<file path="config.mk">
export PLATFORM = sky130hd
export DESIGN_NAME = sd_rsp_rx
export DESIGN_NICKNAME = d
export VERILOG_FILES = /design/src/rtl/sd_rsp_rx.sv
export SDC_FILE = /design/constraint.sdc
export NUM_CORES = 1
export LEC_CHECK = 0
export BUFFER_PORTS_ARGS = -buffer_cell sky130_fd_sc_hd__clkbuf_2
export CAP_MARGIN = 15
export CELL_PAD_IN_SITES_DETAIL_PLACEMENT = 0
export CELL_PAD_IN_SITES_GLOBAL_PLACEMENT = 1
export CORE_MARGIN = 4
export CORE_UTILIZATION = 48
export CTS_BUF_LIST = sky130_fd_sc_hd__clkbuf_4
export CTS_CLUSTER_DIAMETER = 40
export DETAILED_ROUTE_END_ITERATION = 10
export PLACE_DENSITY = 0.93
export SETUP_SLACK_MARGIN = 0.1
export SLEW_MARGIN = 15
export SYNTH_ARGS = -nofsm -noshare
export SYNTH_HDL_FRONTEND = slang
export SYNTH_SLANG_ARGS = --single-unit
</file>
<file path="constraint.sdc">
create_clock -name clk -period 3.76 [get_ports clk]
set_input_delay 0.564 -clock clk [delete_from_list [all_inputs] [get_ports clk]]
set_output_delay 0.564 -clock clk [all_outputs]
set_load 0.05 [all_outputs]
</file>
<file path="src/rtl/sd_rsp_rx.sv">
module sd_rsp_rx #(
  parameter int TMO_CYCLES = 64,
  parameter int LONG_BITS  = 136,
  parameter int SHORT_BITS = 48,
  parameter int IDX_W      = 6
) (
  input  logic                 clk,
  input  logic                 rst_n,
  input  logic                 issue_i,
  input  logic [1:0]           rsp_kind_i,
  input  logic [IDX_W-1:0]     cmd_idx_i,
  input  logic                 idx_chk_i,
  input  logic                 crc_chk_i,
  input  logic                 cmd_line_i,
  input  logic                 dat0_i,
  output logic                 done_o,
  output logic [LONG_BITS-1:0] rsp_o,
  output logic                 idx_err_o,
  output logic                 crc_err_o,
  output logic                 tmo_err_o
);
  localparam int CRC_W = 7;
  localparam int HDR_W = 8;
  localparam int CNT_W = $clog2(LONG_BITS + 1);
  localparam int TMO_W = $clog2(TMO_CYCLES + 1);

  typedef enum logic [2:0] {S_IDLE, S_WAIT, S_SHIFT, S_CHECK, S_BUSY_LO, S_BUSY_HI} state_t;

  state_t           st;
  logic [1:0]       kind_q;
  logic [IDX_W-1:0] idx_q;
  logic             idx_en_q, crc_en_q;
  logic [CNT_W-1:0] nbits;
  logic [TMO_W-1:0] wcnt;
  logic [CRC_W-1:0] crc_q;

  wire             is_long   = (kind_q == 2'b01);
  wire [CNT_W-1:0] frame_len = is_long ? CNT_W'(LONG_BITS) : CNT_W'(SHORT_BITS);
  wire [CNT_W-1:0] crc_lo    = is_long ? CNT_W'(HDR_W) : '0;
  wire [CNT_W-1:0] crc_hi    = frame_len - CNT_W'(HDR_W);
  wire             crc_win   = (nbits >= crc_lo) && (nbits < crc_hi);
  wire             fb        = cmd_line_i ^ crc_q[CRC_W-1];
  wire [CRC_W-1:0] crc_nx    = {crc_q[5:3], crc_q[2] ^ fb, crc_q[1:0], fb};
  wire             idx_bad   = !is_long && (rsp_o[SHORT_BITS-3 -: IDX_W] != idx_q);
  wire             crc_bad   = (crc_q != rsp_o[CRC_W:1]);

  always_ff @(posedge clk or negedge rst_n) begin
    if (!rst_n) begin
      st        <= S_IDLE;
      kind_q    <= '0;
      idx_q     <= '0;
      idx_en_q  <= 1'b0;
      crc_en_q  <= 1'b0;
      nbits     <= '0;
      wcnt      <= '0;
      crc_q     <= '0;
      rsp_o     <= '0;
      done_o    <= 1'b0;
      idx_err_o <= 1'b0;
      crc_err_o <= 1'b0;
      tmo_err_o <= 1'b0;
    end else begin
      done_o <= 1'b0;
      case (st)
        S_IDLE: if (issue_i) begin
          kind_q    <= rsp_kind_i;
          idx_q     <= cmd_idx_i;
          idx_en_q  <= idx_chk_i;
          crc_en_q  <= crc_chk_i;
          nbits     <= '0;
          wcnt      <= '0;
          crc_q     <= '0;
          rsp_o     <= '0;
          idx_err_o <= 1'b0;
          crc_err_o <= 1'b0;
          tmo_err_o <= 1'b0;
          if (rsp_kind_i == 2'b00) done_o <= 1'b1;
          else                     st     <= S_WAIT;
        end
        S_WAIT: begin
          wcnt <= wcnt + 1'b1;
          if (!cmd_line_i) begin
            rsp_o <= {rsp_o[LONG_BITS-2:0], 1'b0};
            nbits <= CNT_W'(1);
            st    <= S_SHIFT;
          end else if (wcnt == TMO_W'(TMO_CYCLES - 1)) begin
            tmo_err_o <= 1'b1;
            done_o    <= 1'b1;
            st        <= S_IDLE;
          end
        end
        S_SHIFT: begin
          rsp_o <= {rsp_o[LONG_BITS-2:0], cmd_line_i};
          nbits <= nbits + 1'b1;
          if (crc_win) crc_q <= crc_nx;
          if (nbits == frame_len - CNT_W'(1)) st <= S_CHECK;
        end
        S_CHECK: begin
          idx_err_o <= idx_en_q && idx_bad;
          crc_err_o <= crc_en_q && crc_bad;
          if (kind_q == 2'b11) st <= S_BUSY_LO;
          else begin
            done_o <= 1'b1;
            st     <= S_IDLE;
          end
        end
        S_BUSY_LO: if (!dat0_i) st <= S_BUSY_HI;
        S_BUSY_HI: if (dat0_i) begin
          done_o <= 1'b1;
          st     <= S_IDLE;
        end
        default: st <= S_IDLE;
      endcase
    end
  end

  p_none_done_r2: assert property (@(posedge clk) disable iff (!rst_n)
    (st == S_IDLE && issue_i && rsp_kind_i == 2'b00) |=> done_o);
  p_long_noidx_r4: assert property (@(posedge clk) disable iff (!rst_n)
    (kind_q == 2'b01) |-> !idx_err_o);
  p_idx_off_r5: assert property (@(posedge clk) disable iff (!rst_n)
    !idx_en_q |-> !idx_err_o);
  p_crc_off_r6: assert property (@(posedge clk) disable iff (!rst_n)
    !crc_en_q |-> !crc_err_o);
  p_tmo_done_r7: assert property (@(posedge clk) disable iff (!rst_n)
    $rose(tmo_err_o) |-> done_o);
  p_busy_rel_r8: assert property (@(posedge clk) disable iff (!rst_n)
    (done_o && kind_q == 2'b11 && !tmo_err_o) |-> $past(dat0_i));
  p_ignore_issue_r9: assert property (@(posedge clk) disable iff (!rst_n)
    (st != S_IDLE && issue_i) |=> $stable(kind_q));
endmodule

</file>
# --- Word level (Yosys, flattened, before mapping) ---
# Cells that the tools add are included.
totals:
  ff_bits: 175
  inputBits: 15
  output_inout_bits: 140
  wordCells: 94
classes:
  n_bitwise: 2
  magnitude_cmp: 2
  n_eq_ne: 21
  reduce_logical: 18
  muxes: 34
  add_sub_neg: 4
op_table:
  columns: ["cell", "count"]
  rows:
  - ["136-bit case mux with 3 select lines", 1]
  - ["136-bit 2-to-1 mux", 2]
  - ["7-bit case mux with 2 select lines", 2]
  - ["3-bit 2-to-1 mux", 8]
  - ["8-bit 2-to-1 mux", 3]
  - ["8-bit case mux with 3 select lines", 1]
  - ["2-bit != test (second input constant)", 9]
  - ["3-bit case mux with 6 select lines", 1]
  - ["7-bit 2-to-1 mux", 2]
  - ["1-bit 2-to-1 mux", 9]
  - ["8-bit by 1-bit adder with 8-bit output (second input constant)", 1]
  - ["8-bit == test", 1]
  - ["8-bit by 4-bit >= comparator with 1-bit output", 1]
  - ["8-bit < comparator", 1]
  - ["8-bit by 1-bit subtractor with 8-bit output (second input constant)", 1]
  - ["8-bit by 4-bit subtractor with 8-bit output (second input constant)", 1]
  - ["7-bit by 1-bit adder with 7-bit output (second input constant)", 1]
  - ["7-bit by 6-bit == test with 1-bit output (second input constant)", 1]
  - ["7-bit != test", 1]
  - ["3-bit by 2-bit == test with 1-bit output (second input constant)", 2]
  - ["3-bit == test (second input constant)", 2]
  - ["6-bit != test", 1]
  - ["1-bit case mux with 2 select lines", 3]
  - ["2-bit AND reduction", 3]
  - ["16 further kinds", 23]

# --- Logic depth before layout (Yosys ltp) ---
depth:
  ltp_word: 7
  depth_mapped: 8
  mapped_depth_nobuf: 8

# --- Worst setup path before layout ---
# OpenSTA, ideal clock, no wires.
synth_timing:
  path_kind: "flip-flop to flip-flop"
  startpoint: "register kind_q[1]"
  endpoint: "register crc_q[1]"
  required_time_ns: 3.635
  setup_slack_ns: 1.722
  path_buffers: 0
  period_less_slack_ns: 2.038
  setup_time_ns: 0.125
  path_stages_with_launch: 8
  arrival_time_ns: 1.913
  cell_sequence: "dfrtp_1 > nor2b_1 > inv_1 > ha_1 > a211oi_2 > o41ai_2 > o21ai_4 > mux2_4"
synth_via:
  elab_chain_len: 7
  word_cells_on_any_way: 9
  cone_classes: "add/sub: 1; order compare: 2; eq/ne: 2; mux: 2; reduce/logical: 2"
synth_lines:
  columns: ["item", "line", "rtl"]
  rows:
  - ["start, declared", "30", "logic [1:0] kind_q;"]
  - ["start signal, assigned", "66", "kind_q <= rsp_kind_i;"]
  - ["2-bit by 1-bit == test with 1-bit output (*)", "37", "wire is_long = (kind_q == 2'b01);"]
  - ["8-bit 2-to-1 mux", "38", "wire [CNT_W-1:0] frame_len = is_long ? CNT_W'(LONG_BITS) : CNT_W'(SHORT_BITS);"]
  - ["8-bit by 4-bit subtractor with 8-bit output", "40", "wire [CNT_W-1:0] crc_hi = frame_len - CNT_W'(HDR_W);"]
  - ["8-bit < comparator", "41", "wire crc_win = (nbits >= crc_lo) && (nbits < crc_hi);"]
  - ["1-bit logical AND (*)", "41", null]
  - ["2-bit != test (no source line) (*)", null, null]
  - ["3-bit AND reduction (no source line) (*)", null, null]
  - ["end signal, assigned", "95", "if (crc_win) crc_q <= crc_nx;"]
  - ["end, declared", "35", "logic [CRC_W-1:0] crc_q;"]
# Every way passes the cells marked *; elsewhere a longest branch is shown, timed or not.
# A chain may end at the register's enable or synchronous reset.

# --- Worst setup path in the final report ---
layout_timing:
  startpoint: "register st[0]"
  endpoint: "register rsp_o[50]"
layout_via:
  elab_chain_len: 3
  word_cells_on_any_way: 8
  cone_classes: "eq/ne: 4; mux: 1; reduce/logical: 3"
layout_lines:
  columns: ["item", "line", "rtl"]
  rows:
  - ["start, declared", "29", "state_t st;"]
  - ["start signal, assigned", "49", "st <= S_IDLE;"]
  - ["start signal, assigned", "78", "else st <= S_WAIT;"]
  - ["start signal, assigned", "85", "st <= S_SHIFT;"]
  - ["3-bit by 1-bit == test with 1-bit output, or another cell as far along", "64", "case (st)"]
  - ["2-bit != test (no source line) / 3-bit nonzero test (equally long branches)", null, null]
  - ["3-bit AND reduction (no source line)", null, null]
  - ["end signal, assigned", "83", "rsp_o <= {rsp_o[LONG_BITS-2:0], 1'b0};"]
  - ["end signal, assigned", "93", "rsp_o <= {rsp_o[LONG_BITS-2:0], cmd_line_i};"]
  - ["end, declared", "17", "output logic [LONG_BITS-1:0] rsp_o,"]
# Several ways; a longest one is shown, not always the timed one.

==> results.json <==
{
  "cts_setup_buffers": 0,
  "dieHeight_um": 128,
  "clk_path_buf_depth": 2,
  "routed_wl_um": 15200,
  "post-route-period-util_pct": 69.9,
  "drive_gt1_share_pct": 31.9,
  "core_sq_um": 13900,
  "cp.required_ns": 4.26,
  "outcome": "complete, no violations",
  "grt_max_degree": 123,
  "place_hpwl_um": 10000,
  "die_area_sq_um": 16300,
  "viasPerCell": 5.69,
  "rrSetupSlack_ns": 1.13,
  "overflow": 0,
  "dp.cells": 814,
  "yosys.area.top_type_share_pct": 63.8,
  "syn_avg_cell_area_sq_um": 13.4,
  "slew_headroom_pct": 45.2,
  "seqPwrFrac_pct": 45.5,
  "drt_iter0_markers": 369,
  "end_kind": "flop",
  "grt_pass1_wl_um": 25300,
  "die_w_um": 128,
  "ir_drop_mv": 0.457,
  "critPathKind": "flop to flop",
  "rsz0062_at_grt": "false",
  "n_fill_cell": 1129,
  "synth_edf_count": 0,
  "tritoncts": "yes",
  "async_flop_share_pct": 100,
  "p_comb_share_pct": 34.5,
  "fin_crit_ns": 2.63,
  "worst_pin_slew_ns": 0.822,
  "syn_area_sq_um": 6860,
  "switching_share_pct": 41.4,
  "start_kind": "flop",
  "ios": 155,
  "cp.arrival_ns": 3.12,
  "cts_root_buffer": "clkbuf_4",
  "antenna_left": 0,
  "drt_drc_violations_left": 0,
  "syn_inst": 511,
  "grt_use_total_pct": 19.3,
  "routedWlPerCell_um": 18.0,
  "start_util_pct": 49.2,
  "leakagePower_nw": 4.17,
  "port_buffers": 154,
  "core.rowCount": 43,
  "path_delay_family": "compound AO/OA/AOI/OAI gates",
  "first_pass_iters": 4,
  "setup_tns_ns": 0,
  "finalSetupViolations": 0,
  "finalClockSkew_ns": 0.0130,
  "fin_util_pct": 57.8,
  "clkPwrFrac_pct": 20.1,
  "cts_resized": 0,
  "clk_pin_slew_ns": 0.14,
  "crit_fanout": 114,
  "path_buf_inv": 2,
  "p_sw_mw": 2.01,
  "areaGrowthSynthToFinish_pct": 17.3,
  "cts.htree.levels": 4,
  "grt_pass1_vias": 4800,
  "final_nets": 674,
  "clkSinkCount": 175,
  "antenna_found_initial": 0,
  "maxSlewViolCount": 0,
  "n_antenna_cell": 0,
  "holdBufCountCts": 0,
  "yosysSeqAreaShare_pct": 63.8,
  "slowest_stage": "dfrtp_1",
  "dpl-instance-area_sq_um": 7770,
  "clk_latency_ns": 0.54,
  "vias": 4816,
  "syn_nets": 531,
  "yosysTopAreaCell": "dfrtp_1",
  "cp_cell_sequence": "inv_1 -> or3_1 -> a21oi_4 -> buf_12 -> a22o_1",
  "power.density_nw_per_um2": 602,
  "finalNonFillerCells": 847,
  "synth-seq-cells": 175,
  "fmax_ghz": 0.381,
  "yosys_warnings": 0,
  "ys_top_cells_by_area": "dfrtp_1 (64%), a22o_1 (18%), mux2_2 (2.0%)",
  "power_mw": 4.85,
  "p_int_mw": 2.84,
  "cp_slowest_stage_delay_ns": 0.60,
  "synthDistinctLibCells": 42,
  "fin_area_sq_um": 8050,
  "hold_path_class": "input port to asynchronous set/reset pin",
  "cts-buffers-inserted": 17,
  "synth_flop_cell": "dfrtp_1",
  "gp_congestion": 0.802,
  "cap_violations": 0,
  "hold_violations": 0
}
-- placed cells by master, fill, tap and decap left out, types with 6 or more instances in the layout --
| master | netlist | final |
|---|---|---|
| o21ai_0 | 13 | 13 |
| mux2_2 | 12 | 12 |
| nor2_1 | 16 | 16 |
| dfrtp_1 | 175 | 175 |
| clkbuf_2 | 0 | 153 |
| xor2_1 | 12 | 12 |
| nand4_1 | 6 | 6 |
| a21oi_1 | 9 | 9 |
| inv_1 | 10 | 10 |
| a22o_1 | 138 | 138 |
| xnor2_1 | 8 | 8 |
| nand2_1 | 19 | 19 |
| clkbuf_4 | 0 | 18 |
-- cells in the mapped netlist (all sizes together), types with 5 or more instances --
library cell	instances
ha	5
nand4	6
nor2	16
dfrtp	175
clkbuf	21
a22o	138
mux2	15
xor2	12
buf	16
a21oi	10
o21ai	18
nand2	19
xnor2	8
inv	10
-- flip-flops by register name, summed over array words and instances (netlist names) --
| name | cells |
|---|---|
| rsp_o | 136 |
| nbits | 8 |
| crc_q | 7 |
| wcnt | 7 |
| idx_q | 6 |
| st | 3 |
| kind_q | 2 |
| crc_en_q | 1 |
| crc_err_o | 1 |
| done_o | 1 |
| idx_en_q | 1 |
| idx_err_o | 1 |
| tmo_err_o | 1 |
-- final cells by class --
cell class	instances	area, sq um	area share [%]
tap	180	225	2.80
multi-input combinational	289	2300	28.6
sequential	175	4380	54.4
clock buffer	18	135	1.68
timing repair buffer	161	855	10.6
clock inverter	14	119	1.48
inverter	10	37.5	0.466
-- power by group through the flow --
stage | clock (mW) | combinational, mW | sequential [mW]
finish | 0.972 | 1.67 | 2.20
global route | 1.11 | 1.82 | 2.23
CTS | 1.02 | 1.63 | 2.20
detailed placement | 0 | 1.63 | 2.24
global placement | 0 | 1.57 | 2.23
floorplan | 0 | 1.17 | 2.31
-- through the flow --
stage                     setup WS (ns)  hold WS, ns
after global placement             1.32        0.454
final                              1.13       0.0611
after CTS                          1.21       0.0327
after floorplan                    1.72        0.268
after global routing              0.998       0.0673
after detailed placement           1.22        0.474
-- logic make-up (layout without fill, tap and decap cells) --
family                     count (synthesis)  after routing  synth area share (%)
xor gates and xnor gates                  20             20                  2.55
DFF                                      175            175                  63.8
adders and majority gates                  5              5                 0.912
AOI/OAI and AO/OA                        178            178                  21.5
buffers and inverters                     47            203                  2.95
muxes                                     19             19                  3.21
and+or+nand+nor                           67             67                  5.01
-- final timing paths --
kind	to	start	cells past startpoint
min in group clk	idx_q[0]	cmd_idx_i[0]	2
worst min register to register	idx_err_o	idx_err_o	2
max in group asynchronous	rsp_o[37]	rst_n	2
worst min-delay path	rsp_o[0]	rst_n	1
worst max register to register	rsp_o[50]	st[0]	5
worst max-delay path	rsp_o[50]	st[0]	5
-- routing by layer --
metal	global-route usage, %	vias up	routed length (um)	part of all wire [%]
met5	0	-	0	0
met4	5.36	0	146	0.96
met3	7.27	13	1140	7.5
met1	27.6	2463	7030	46
met2	27.8	144	6920	45
li1	-	2196	-	-
(Power assumes the default switching activity.)
